## config.mk

```make
export PLATFORM = sky130hd
export DESIGN_NAME = ptp_tod_counter
export DESIGN_NICKNAME = d
export VERILOG_FILES = /design/src/rtl/tod_pkg.sv /design/src/rtl/tod_phase_acc.sv /design/src/rtl/tod_time_reg.sv /design/src/rtl/tod_target_cmp.sv /design/src/rtl/ptp_tod_counter.sv
export SDC_FILE = /design/constraint.sdc
export NUM_CORES = 1
export LEC_CHECK = 0
export ABC_AREA = 1
export BUFFER_PORTS_ARGS = -buffer_cell sky130_fd_sc_hd__buf_2
export CORE_ASPECT_RATIO = 0.9
export CORE_MARGIN = 1
export CORE_UTILIZATION = 55
export CTS_CLUSTER_DIAMETER = 60
export DETAILED_ROUTE_END_ITERATION = 6
export HOLD_SLACK_MARGIN = 0.15
export PLACE_DENSITY_LB_ADDON = 0.08
export REMOVE_ABC_BUFFERS = 1
export SLEW_MARGIN = 25
export SYNTH_ARGS = -nofsm -noshare
export SYNTH_HDL_FRONTEND = slang
export SYNTH_SLANG_ARGS = --single-unit
```

## constraint.sdc

```tcl
create_clock -name clk -period 6.9 [get_ports clk]
set_input_delay 0.69 -clock clk [delete_from_list [all_inputs] [get_ports clk]]
set_output_delay 0.69 -clock clk [all_outputs]
set_load 0.02 [all_outputs]
```

## src/rtl/tod_pkg.sv

```systemverilog
package tod_pkg;
  localparam int REG_ADDR_W = 4;

  typedef enum logic [REG_ADDR_W-1:0] {
    REG_CTRL    = 4'd0,
    REG_EVENT   = 4'd1,
    REG_ADDEND  = 4'd2,
    REG_TIME_LO = 4'd3,
    REG_TIME_HI = 4'd4,
    REG_TGT_LO  = 4'd5,
    REG_TGT_HI  = 4'd6,
    REG_LIM_EN  = 4'd7,
    REG_LIM     = 4'd8
  } tod_reg_e;

  localparam int CTRL_SRST_BIT = 0;
  localparam int EVT_TGT_BIT   = 1;
  localparam int LIMEN_BIT     = 0;
endpackage

```

## src/rtl/tod_phase_acc.sv

```systemverilog
module tod_phase_acc #(
  parameter int          ACC_W       = 32,
  parameter logic [ACC_W-1:0] ADDEND_INIT = 32'hA000_0000
) (
  input  logic             clk,
  input  logic             rst_n,
  input  logic             soft_rst,
  input  logic             clr_acc,
  input  logic             addend_we,
  input  logic [ACC_W-1:0] addend_wdata,
  output logic [ACC_W-1:0] addend_q,
  output logic             carry
);
  logic [ACC_W-1:0] acc_q;
  logic [ACC_W:0]   sum;

  function automatic logic [ACC_W:0] phase_add(input logic [ACC_W-1:0] a,
                                               input logic [ACC_W-1:0] b);
    return {1'b0, a} + {1'b0, b};
  endfunction

  assign sum   = phase_add(acc_q, addend_q);
  assign carry = sum[ACC_W] & ~soft_rst;

  always_ff @(posedge clk or negedge rst_n) begin
    if (!rst_n) begin
      acc_q    <= '0;
      addend_q <= ADDEND_INIT;
    end else if (soft_rst) begin
      acc_q    <= '0;
      addend_q <= ADDEND_INIT;
    end else begin
      acc_q <= clr_acc ? '0 : sum[ACC_W-1:0];
      if (addend_we) addend_q <= addend_wdata;
    end
  end
endmodule

```

## src/rtl/tod_time_reg.sv

```systemverilog
module tod_time_reg #(
  parameter int               HALF_W        = 32,
  parameter logic [HALF_W-1:0] LO_LIMIT_INIT = 32'h7FFF_FFFF,
  localparam int              TOD_W         = 2 * HALF_W
) (
  input  logic              clk,
  input  logic              rst_n,
  input  logic              soft_rst,
  input  logic              tick,
  input  logic              stage_we,
  input  logic              commit_we,
  input  logic              lim_en_we,
  input  logic              lim_we,
  input  logic [HALF_W-1:0] wdata,
  output logic [TOD_W-1:0]  tod_q,
  output logic [HALF_W-1:0] stage_q,
  output logic [HALF_W-1:0] lim_q,
  output logic              lim_en_q,
  output logic              lo_wrap
);
  function automatic logic [TOD_W-1:0] tick_next(input logic [TOD_W-1:0] t,
                                                 input logic [HALF_W-1:0] lim);
    if (t[HALF_W-1:0] >= lim)
      return {t[TOD_W-1:HALF_W] + HALF_W'(1), {HALF_W{1'b0}}};
    else
      return t + TOD_W'(1);
  endfunction

  assign lo_wrap = tod_q[HALF_W-1:0] >= lim_q;

  always_ff @(posedge clk or negedge rst_n) begin
    if (!rst_n) begin
      tod_q   <= '0;
      stage_q <= '0;
      lim_q   <= LO_LIMIT_INIT;
    end else if (soft_rst) begin
      tod_q   <= '0;
      stage_q <= '0;
      lim_q   <= LO_LIMIT_INIT;
    end else begin
      if (commit_we)  tod_q <= {wdata, stage_q};
      else if (tick)  tod_q <= tick_next(tod_q, lim_q);
      if (stage_we)   stage_q <= wdata;
      if (lim_we && lim_en_q) lim_q <= wdata;
    end
  end

  always_ff @(posedge clk or negedge rst_n) begin
    if (!rst_n)         lim_en_q <= 1'b0;
    else if (lim_en_we) lim_en_q <= wdata[tod_pkg::LIMEN_BIT];
  end
endmodule

```

## src/rtl/tod_target_cmp.sv

```systemverilog
module tod_target_cmp #(
  parameter int  HALF_W = 32,
  localparam int TOD_W  = 2 * HALF_W
) (
  input  logic              clk,
  input  logic              rst_n,
  input  logic              soft_rst,
  input  logic              tgt_lo_we,
  input  logic              tgt_hi_we,
  input  logic              clr_req,
  input  logic [HALF_W-1:0] wdata,
  input  logic [TOD_W-1:0]  tod,
  output logic [TOD_W-1:0]  tgt_q,
  output logic              hit,
  output logic              pend_q
);
  function automatic logic reached(input logic [TOD_W-1:0] now,
                                   input logic [TOD_W-1:0] tgt);
    return now >= tgt;
  endfunction

  assign hit = reached(tod, tgt_q);

  always_ff @(posedge clk or negedge rst_n) begin
    if (!rst_n) begin
      tgt_q <= '1;
    end else begin
      if (tgt_lo_we) tgt_q[HALF_W-1:0]     <= wdata;
      if (tgt_hi_we) tgt_q[TOD_W-1:HALF_W] <= wdata;
    end
  end

  always_ff @(posedge clk or negedge rst_n) begin
    if (!rst_n)        pend_q <= 1'b0;
    else if (soft_rst) pend_q <= 1'b0;
    else               pend_q <= (pend_q & ~clr_req) | hit;
  end
endmodule

```

## src/rtl/ptp_tod_counter.sv

```systemverilog
module ptp_tod_counter #(
  parameter int                ACC_W         = 32,
  parameter int                HALF_W        = 32,
  parameter logic [ACC_W-1:0]  ADDEND_INIT   = 32'hA000_0000,
  parameter logic [HALF_W-1:0] LO_LIMIT_INIT = 32'h7FFF_FFFF,
  localparam int               TOD_W         = 2 * HALF_W,
  localparam int               AW            = tod_pkg::REG_ADDR_W
) (
  input  logic              clk,
  input  logic              rst_n,
  input  logic              bus_wr,
  input  logic              bus_rd,
  input  logic [AW-1:0]     bus_addr,
  input  logic [HALF_W-1:0] bus_wdata,
  output logic [HALF_W-1:0] bus_rdata,
  output logic [TOD_W-1:0]  tod_ticks,
  output logic              target_irq
);
  import tod_pkg::*;

  logic              ctrl_q;
  logic              we_ctrl, we_event, we_addend, we_lo, we_hi;
  logic              we_tgt_lo, we_tgt_hi, we_lim_en, we_lim;
  logic              commit, carry, lo_wrap, hit, pend, lim_en;
  logic              evt_clr;
  logic [ACC_W-1:0]  addend;
  logic [TOD_W-1:0]  tod, tgt;
  logic [HALF_W-1:0] stage, lim, shadow_q, rd_mux;

  assign we_ctrl   = bus_wr && (bus_addr == REG_CTRL);
  assign we_event  = bus_wr && (bus_addr == REG_EVENT);
  assign we_addend = bus_wr && (bus_addr == REG_ADDEND);
  assign we_lo     = bus_wr && (bus_addr == REG_TIME_LO);
  assign we_hi     = bus_wr && (bus_addr == REG_TIME_HI);
  assign we_tgt_lo = bus_wr && (bus_addr == REG_TGT_LO);
  assign we_tgt_hi = bus_wr && (bus_addr == REG_TGT_HI);
  assign we_lim_en = bus_wr && (bus_addr == REG_LIM_EN);
  assign we_lim    = bus_wr && (bus_addr == REG_LIM);
  assign commit    = we_hi;
  assign evt_clr   = we_event && bus_wdata[EVT_TGT_BIT];

  always_ff @(posedge clk or negedge rst_n) begin
    if (!rst_n)       ctrl_q <= 1'b0;
    else if (we_ctrl) ctrl_q <= bus_wdata[CTRL_SRST_BIT];
  end

  tod_phase_acc #(.ACC_W(ACC_W), .ADDEND_INIT(ADDEND_INIT)) u_acc (
    .clk(clk), .rst_n(rst_n), .soft_rst(ctrl_q), .clr_acc(commit),
    .addend_we(we_addend), .addend_wdata(bus_wdata[ACC_W-1:0]),
    .addend_q(addend), .carry(carry)
  );

  tod_time_reg #(.HALF_W(HALF_W), .LO_LIMIT_INIT(LO_LIMIT_INIT)) u_time (
    .clk(clk), .rst_n(rst_n), .soft_rst(ctrl_q), .tick(carry),
    .stage_we(we_lo), .commit_we(commit), .lim_en_we(we_lim_en),
    .lim_we(we_lim), .wdata(bus_wdata), .tod_q(tod), .stage_q(stage),
    .lim_q(lim), .lim_en_q(lim_en), .lo_wrap(lo_wrap)
  );

  tod_target_cmp #(.HALF_W(HALF_W)) u_tgt (
    .clk(clk), .rst_n(rst_n), .soft_rst(ctrl_q), .tgt_lo_we(we_tgt_lo),
    .tgt_hi_we(we_tgt_hi), .clr_req(evt_clr), .wdata(bus_wdata),
    .tod(tod), .tgt_q(tgt), .hit(hit), .pend_q(pend)
  );

  always_comb begin
    rd_mux = '0;
    case (bus_addr)
      REG_CTRL:    rd_mux = HALF_W'(ctrl_q);
      REG_EVENT:   rd_mux = HALF_W'(pend) << EVT_TGT_BIT;
      REG_ADDEND:  rd_mux = HALF_W'(addend);
      REG_TIME_LO: rd_mux = tod[HALF_W-1:0];
      REG_TIME_HI: rd_mux = shadow_q;
      REG_TGT_LO:  rd_mux = tgt[HALF_W-1:0];
      REG_TGT_HI:  rd_mux = tgt[TOD_W-1:HALF_W];
      REG_LIM_EN:  rd_mux = HALF_W'(lim_en);
      REG_LIM:     rd_mux = lim;
      default:     rd_mux = '0;
    endcase
  end

  always_ff @(posedge clk or negedge rst_n) begin
    if (!rst_n) begin
      bus_rdata <= '0;
      shadow_q  <= '0;
    end else if (bus_rd) begin
      bus_rdata <= rd_mux;
      if (bus_addr == REG_TIME_LO) shadow_q <= tod[TOD_W-1:HALF_W];
    end
  end

  assign tod_ticks  = tod;
  assign target_irq = pend;
endmodule

```

# == Word-level counts from Yosys, hierarchy flattened ==
# Index checks and enable logic that the tools add are counted.
# classes
n_addsub,3
n_lt_le_gt_ge,2
eq_ne,8
n_mux,14
bitwise,5
reduce_logical,17
# op_table
op,n
32-bit case mux with 9 select lines,1
32-bit 2-to-1 mux,8
64-bit 2-to-1 mux,4
"64-bit by 1-bit adder with 64-bit output, second input constant",1
64-bit >= comparator,1
32-bit by 32-bit adder with 33-bit output,1
"32-bit by 1-bit adder with 32-bit output, second input constant",1
32-bit >= comparator,1
"4-bit by 3-bit == test with 1-bit output, second input constant",4
1-bit logical AND,11
"4-bit by 2-bit == test with 1-bit output, second input constant",2
2-bit nonzero test,3
"4-bit by 1-bit == test with 1-bit output, second input constant",1
"4-bit == test, second input constant",1
4-bit zero test,1
3-bit nonzero test,1
1-bit AND,2
1-bit inverter,2
2-bit AND reduction,1
1-bit 2-to-1 mux,1
1-bit bitwise OR,1
# word_totals
reg_bits,323
in_bits,40
out_inout_bits,97
word_cells,61

# == Logic depth before layout (Yosys ltp) ==
# Gate-level depths: netlist (run 1).
# depth
word_depth,7
mapped_depth,19
ltp_nobuf,18

# == By module ==
# From an unflattened synthesis (run 1), not the netlist that was laid out.
# unflattened
hier_cells,3298
area_unflattened_um2,22713.0
# modules_own_cells
module,instances,cells_each,area_per_inst_um2,seq_area_each_um2
tod_time_reg,1,1474,9611.7,3266.9
tod_phase_acc,1,659,4624.4,1604.0
ptp_tod_counter,1,673,4429.2,1626.6
tod_target_cmp,1,492,4047.6,1706.6

# == Worst setup path after synthesis (run 1) ==
# Ideal clock, no wire load.
# synth_timing
kind,reg2reg
start,register u_acc.addend_q[0]
end,register u_time.tod_q[24]
setup_ps,65
arrival_ps,2164
t_required_ps,6835
slack_ps,4670
path_stages_with_launch,18
n_path_buf,2
synth_period_minus_slack_ps,2230
path_cell_list,dfrtp_1 > ha_1 > fa_1 > nand2_1 > nand2_1 > nand2_1 > inv_1 > nand2_1 > nand2_1 > nand2_1 > nand3_2 > nand2_1 > nand2_4 > inv_2 > buf_6 > buf_2 > nand2_1 > nand2_1
# synth_via
elab_chain_len,3
# synth_lines
item,line,rtl
"start, declared",tod_phase_acc.sv:11,"output logic [ACC_W-1:0] addend_q,"
"start signal, assigned",tod_phase_acc.sv:34,if (addend_we) addend_q <= addend_wdata;
32-bit by 32-bit adder with 33-bit output,tod_phase_acc.sv:19,"return {1'b0, a} + {1'b0, b};"
1-bit AND,tod_phase_acc.sv:23,assign carry = sum[ACC_W] & ~soft_rst;
3-bit nonzero test (no source line),--,
"end signal, assigned",tod_time_reg.sv:41,"if (commit_we) tod_q <= {wdata, stage_q};"
"end signal, assigned",tod_time_reg.sv:42,"else if (tick) tod_q <= tick_next(tod_q, lim_q);"
"end, declared",tod_time_reg.sv:15,"output logic [TOD_W-1:0] tod_q,"
# Every way passes these cells.
# A chain may end at the register's enable or synchronous reset.

# == Final worst setup path (run 1) ==
# layout_timing
start,input port bus_addr[1]
end,register u_time.tod_q[40]
# layout_via
elab_chain_len,4
word_cells_on_any_way,5
classes_between,eq/ne (1); mux (2); reduce/logical (2)
# layout_lines
item,line,rtl
"start, declared",ptp_tod_counter.sv:13,"input logic [AW-1:0] bus_addr,"
4-bit by 3-bit == test with 1-bit output (*),ptp_tod_counter.sv:34,assign we_hi = bus_wr && (bus_addr == REG_TIME_HI);
1-bit logical AND (*),ptp_tod_counter.sv:34,
64-bit 2-to-1 mux,tod_time_reg.sv:41,
64-bit 2-to-1 mux,tod_time_reg.sv:36,end else if (soft_rst) begin
# Mark *: on every way between the ends. The rest lies on a longest branch, timed or not.

==> results of run 1 <==
==> cell families after synthesis <==
family | Yosys count
adders and majority gates | 131
buffers and inverters | 426
AOI/OAI and AO/OA | 496
muxes | 31
xor gates and xnor gates | 64
and+or+nand+nor | 1483
DFF | 323
==> flip-flops by register name (all words and copies together) (netlist names) <==
signal           count
bus_rdata           32
ctrl_q               1
shadow_q            32
u_acc.acc_q         32
u_acc.addend_q      32
u_tgt.pend_q         1
u_tgt.tgt_q         64
u_time.lim_en_q      1
u_time.lim_q        32
u_time.stage_q      32
u_time.tod_q        64
==> placed cells by master (no fill, tap or decap), types with 8 or more instances in the layout <==
master     count
buf_2        135
buf_4         22
nand4_1       49
o2111ai_1     15
o21ai_0      273
inv_1        315
clkbuf_1      13
xor2_1        55
xnor2_1        9
nor2_1       273
nor3_1        16
dfstp_2       97
a21o_1         8
a21oi_1      135
dfrtp_1      225
o22ai_1       33
nand3_1      127
o21a_1        10
nor2_2        11
nand2_1      973
mux2_2        31
clkbuf_16     41
ha_1         130
==> path summary, 6_finish.rpt <==
path	startpoint	to	cells after the start
max in group asynchronous	rst_n	u_time.tod_q[32]	2
min in group clk	bus_wdata[20]	u_time.lim_q[20]	3
worst max register to register	u_acc.addend_q[11]	u_time.tod_q[40]	14
worst min register to register	u_time.stage_q[23]	u_time.stage_q[23]	2
worst max-delay path	bus_addr[1]	u_time.tod_q[40]	13
worst min-delay path	rst_n	bus_rdata[6]	1
==> worst max-delay path, stage by stage <==
cell	delay, ns
buf_2	0.13
nor2_2	0.22
nand2_2	0.12
nor2_4	0.44
inv_2	0.49
nand2_2	0.20
a211oi_2	0.07
nand2_4	0.56
clkinv_2	0.94
buf_4	0.51
nor2_1	0.11
nand2_1	0.06
nand2_1	0.05
==> layout make-up <==
class | count | area (um2)
clock buffer | 61 | 1170
timing repair buffer | 159 | 876
clock inverter | 10 | 120
fill | 3408 | 14100
sequential | 323 | 8210
inverter | 325 | 1220
tap | 483 | 604
multi-input combinational | 2205 | 11300
antenna | 2 | 5.00
==> stage by stage <==
step	power, mW	setup WS (ns)
after floorplan	6.32	3.43
after global placement	8.01	2.82
after detailed placement	8.15	2.64
after CTS	10.3	2.94
after global routing	11.1	2.45
final	10.4	2.74
==> per-layer routing <==
| layer | GRT usage | share of wire |
|---|---|---|
| met3 | 0.0856 | 0.11 |
| met5 | 0 | 0 |
| met2 | 0.627 | 0.44 |
| met4 | 0.190 | 0.042 |
| met1 | 0.573 | 0.41 |
==> power groups by stage <==
stage / clock [mW] / sequential [mW] / combinational [mW]
4_1_cts: 2.13 / 3.42 / 4.76
5_1_grt: 2.20 / 3.50 / 5.42
6_report: 2.13 / 3.46 / 4.85
3_3_place_gp: 0 / 3.43 / 4.58
2_1_floorplan: 0 / 3.33 / 2.99
3_5_place_dp: 0 / 3.44 / 4.71
==> summary.txt, run 1 <==
Most common cell in the synthesized netlist: nand2_1
Switching share of power: 0.481
Postcts setup bufs: 0
Final wirelength: 80.6 mm
Final hold vios: 0
Dpl cell area: 22200 um2
# DRC: 0
Synth area leaders: dfrtp_1 27%, nand2_1 17%, dfstp_2 12%, ha_1 7.7%, o21ai_0 6.5%
Combinational power share: 0.465
Minimum clock period: 4.16 ns
Layout Cell Area excl Fill: 23500 um2
DRT Pass-1 Iters: 7
Post-synthesis register bit count: 323
Max Clock Freq: 0.240 GHz
Grt total ovfl: 0
Synth unique cells: 47
Total track usage: 0.415
Post-synth top cells: 976 x nand2_1, 317 x inv_1, 273 x nor2_1, 273 x o21ai_0, 226 x dfrtp_1
I/O pin count: 137
Via density: 6.01
Core area: 37600 um2
XOR/XNOR share of the synthesized area: 0.0266
Crit-path max FO: 60
Tightest Hold Check Type: in2async
Status: finished clean
Via count: 21400
Async SR Flop Fraction: 1.00
Post-synthesis mux area share: 0.0165
Final cell count without fillers: 3568
P_sw: 5.03 mW
Tcrit/Tclk final: 0.604
Cell Rows: 67
WP data required: 7.40 ns
First-pass GRT wire length: 123 mm
Max Root-Sink Buffers: 3
Worst slew pin tran: 1.04 ns
TritonCTS Buffers: 39
Hpwl dp: 58.8 mm
CP Launch Type: input port
# nets final: 3224
Combinational family with the most area after synthesis: simple AND/OR/NAND/NOR gates
Die ar.: 39200 um2
Worst hold slack: 0.147 ns
Cell taking the most area after synthesis: dfrtp_1
Relative slew slack: 0.303
Initial core utilization: 0.562
Post-placement cell count: 3495
Setup TNS: 0 ns
PostCTS Resize Cnt: 0
Synthesized-area fraction occupied by adder cells: 0.0780
Die width: 208 um
Reg clk slew, reported paths: 0.06 ns
Simple-Gate Fraction of Synth Area: 0.285
Reg power frac: 0.332
Placer Congestion: 1.03
Synth Area in Compound Gates: 0.127
Mapped cell area: 21100 um2
WL per Instance: 22.6 um
Clock sinks: 323
VDD IR max: 300 uV
CTS tree: yes
Routed Antenna Nets: 0
Clock power share: 0.204
Vias in the first global route: 20600
Drt initial violations: 2919
Layout cell share with drive strength beyond 1: 0.125
Cells after synthesis: 2954
Worst setup EP type: register
Chip height: 188 um
Mean Syn Cell Area: 7.14 um2
Worst Path Arrival: 4.67 ns
CTS Root Cell: clkbuf_16
Yosys Warn Count: 0
R2R setup slack: 2.75 ns
Leak: 11.9 nW
Buffers added on ports: 136
H-tree Lvls: 2
Top_reg_cell synth: dfrtp_1
Slew Viols, Final: 0
Clk_lat worst skew: 0.58 ns
Largest net degree at the start of global routing: 163
Int Power: 5.42 mW
Yosys top cell area share: 0.268
Unrepaired setup endpoints after global routing: false
Max-capacitance violation count: 0
Clock skew: 0.0194 ns
Final setup fails: 0
CP Class: in2reg
Synthesis-to-layout area growth: 11.3%
P per Cell Area: 445 nW/um2
EDFF count, synth: 0
Final Util: 0.625
Seq/Total Area, Yosys: 0.389
Initial antenna violation count: 2
# hold bufs at CTS: 0
(Power assumes the default switching activity.)
==> run 2, diff against run 1 <==
==> constraint.sdc (replaced) <==
create_clock -name clk -period 4 [get_ports clk]
set_input_delay 0.4 -clock clk [delete_from_list [all_inputs] [get_ports clk]]
set_output_delay 0.4 -clock clk [all_outputs]
set_load 0.02 [all_outputs]
==> summary.txt, run 2 (same netlist as run 1, synthesis figures left out) <==
Worst Hold Depth: 3
WP data required: 4.44 ns (was 7.40 ns)
Synthesis-to-layout area growth: 13.3% (was 11.3%)
Chip height: 188 um (unchanged)
Beginning of the critical path: u_time.tod_q[15] (was bus_addr[1])
Clock sinks: 323 (unchanged)
Hpwl dp: 60.3 mm (was 58.8 mm)
Die ar.: 39200 um2 (unchanged)
Die width: 208 um (unchanged)
Initial antenna violation count: 6 (was 2)
Routed Antenna Nets: 0 (unchanged)
Grt total ovfl: 0 (unchanged)
DRT Pass-1 Iters: 6 (was 7)
Top Registers: u_tgt.tgt_q x64, u_time.tod_q x64 (unchanged)
WL met1: 32.0 mm (was 33.1 mm)
Cell mode on critical path: nand2_1
Initial core utilization: 0.562 (unchanged)
Most frequent cells in the layout: 974 x nand2_1, 316 x inv_1, 273 x nor2_1, 273 x o21ai_0, 225 x dfrtp_1 (was 973 x nand2_1, 315 x inv_1, 273 x nor2_1, 273 x o21ai_0, 225 x dfrtp_1)
Leak: 12.1 nW (was 11.9 nW)
Drt initial violations: 2753 (was 2919)
Worst setup EP type: register (unchanged)
R2R Path Start: u_time.tod_q[15] (was u_acc.addend_q[11])
Slowest CP cell: dfrtp_1 (was clkinv_2)
Hold wc startpoint: bus_wdata[17]
# DRC: 0 (unchanged)
CTS tree: yes (unchanged)
H-tree Lvls: 2 (unchanged)
Met3 wire len: 9.39 mm (was 8.87 mm)
Slew Viols, Final: 0 (unchanged)
Final setup fails: 0 (unchanged)
Max Clock Freq: 0.311 GHz
Post-placement cell count: 3515 (was 3495)
Setup TNS: 0 ns (unchanged)
TritonCTS Buffers: 37 (was 39)
Total track usage: 0.419 (was 0.415)
# nets final: 3274 (was 3224)
Via density: 6.01 (about the same)
PostCTS Resize Cnt: 0 (unchanged)
CTS Root Cell: clkbuf_16 (unchanged)
Final wirelength: 81.5 mm (was 80.6 mm)
Reg2reg path depth: 15 (was 14)
CP Cell Sequence: ha_1, nand2_1, nor2_1, nand2_1, nand3_1, nand2_1, inv_1, nand2_1, nand2_1, buf_4, nand2_1, nand2_1, nand2_1, nand3_1, nand2_1 (was buf_2, nor2_2, nand2_2, nor2_4, inv_2, nand2_2, a211oi_2, nand2_4, clkinv_2, buf_4, nor2_1, nand2_1, nand2_1)
I/O pin count: 137 (unchanged)
Unrepaired setup endpoints after global routing: false (unchanged)
Crit-path max FO: 34 (was 60)
CP Class: reg2reg (was in2reg)
Relative slew slack: 0.333 (was 0.303)
P per Cell Area: 747 nW/um2 (was 445 nW/um2)
Vias in the first global route: 20900 (was 20600)
Most common cell after layout, fill and taps aside: nand2_1 (unchanged)
R2R setup slack: 0.78 ns (was 2.75 ns)
Cell Rows: 67 (unchanged)
Total power draw: 17.9 mW (was 10.4 mW)
Max-capacitance violation count: 0 (unchanged)
CP Launch Type: register (was input port)
Largest net degree at the start of global routing: 100 (was 163)
Worst hold slack: 0.175 ns (was 0.147 ns)
Tcrit/Tclk final: 0.804
Clock skew: 0.0193 ns (was 0.0194 ns)
Via count: 21700 (was 21400)
Postcts setup bufs: 0 (unchanged)
Status: finished clean (unchanged)
Max Root-Sink Buffers: 3 (unchanged)
Hold EP: u_tgt.tgt_q[17]
Final hold vios: 0 (unchanged)
Buffers added on ports: 136 (unchanged)
Placer Congestion: 1.05 (was 1.03)
VDD IR max: 411 uV (was 300 uV)
Minimum clock period: 3.22 ns
Tightest Hold Check Type: in2reg (was in2async)
First-pass GRT wire length: 124 mm (was 123 mm)
Worst Path Arrival: 3.66 ns (was 4.67 ns)
Slowest stage delay, CP: 0.53 ns (was 0.94 ns)
Final cell count without fillers: 3616 (was 3568)
Met2 WL: 36.5 mm (was 35.3 mm)
R2R Path End: u_time.tod_q[44] (was u_time.tod_q[40])
Worst slew pin tran: 0.999 ns (was 1.04 ns)
Reg clk slew, reported paths: 0.06 ns (about the same)
Layout cell share with drive strength beyond 1: 0.129 (was 0.125)
WL per Instance: 22.5 um (was 22.6 um)
Buf+Inv Stages, Crit Path: 2 (was 4)
Top routing layer used: met5 (was met4)
Crit path max-delay family: simple AND/OR/NAND/NOR gates (was buffers and inverters)
Core area: 37600 um2 (unchanged)
Clk_lat worst skew: 0.56 ns (was 0.58 ns)
-- run 2: changes by cell type in the layout (fill, tap and decap cells not counted), sizes merged --
| cell | previous run | this run |
|---|---|---|
| dlygate4sd3 | 0 | 32 |
| clkinvlp | 0 | 3 |
| clkbuf | 61 | 52 |
| diode | 2 | 4 |
| buf | 159 | 179 |
-- run 2: cell type report --
cell class / count / area [um2]
multi-input combinational: 2205 / 11300
antenna: 4 / 10.0
fill: 3367 / 13600
inverter: 325 / 1220
sequential: 323 / 8210
tap: 483 / 604
timing repair buffer: 211 / 1410
clock inverter: 13 / 130
clock buffer: 52 / 1050
-- run 2: through the flow --
stage	cell area [um2]	worst slack, ns	util
CTS	23900	0.890	0.636
global placement	22400	0.964	0.596
finish	23900	0.782	0.637
floorplan	20700	0.532	-
global route	23900	0.697	0.636
detailed placement	22400	0.906	0.596
-- run 2: tightest hold or removal path: stages --
cell	delay [ns]
buf_2	0.13
inv_1	0.09
o21ai_0	0.10
-- run 2: metal layers --
layer	up-vias	track usage
met5	-	0
met1	10400	0.543
li1	9838	-
met3	229	0.114
met4	4	0.191
met2	1283	0.655
-- run 2: worst max path at each step --
stage / to / depth (start not counted) / slack (ns)
global route: u_time.tod_q[52] / 15 / 0.70
CTS: u_time.tod_q[44] / 15 / 0.89
finish: u_time.tod_q[44] / 15 / 0.78
detailed placement: u_time.tod_q[44] / 15 / 0.91
global placement: u_time.tod_q[37] / 13 / 0.96
floorplan: u_time.tod_q[10] / 7 / 0.53
-- run 2: timing repair --
| item | in CTS | in global routing |
|---|---|---|
| endpoints found under the hold margin | 144 | 0 |
| hold buffers | 32 | 0 |
| endpoints found under the setup margin | 0 | 0 |
-- run 2: power breakdown --
part           total [mW]  switching, mW  leakage, nW  internal (mW)
Clock                3.40           1.43        0.577           1.97
Sequential           5.86           1.33         3.96           4.53
Combinational        8.61           5.85         7.56           2.76
Total                17.9           8.61         12.1           9.26
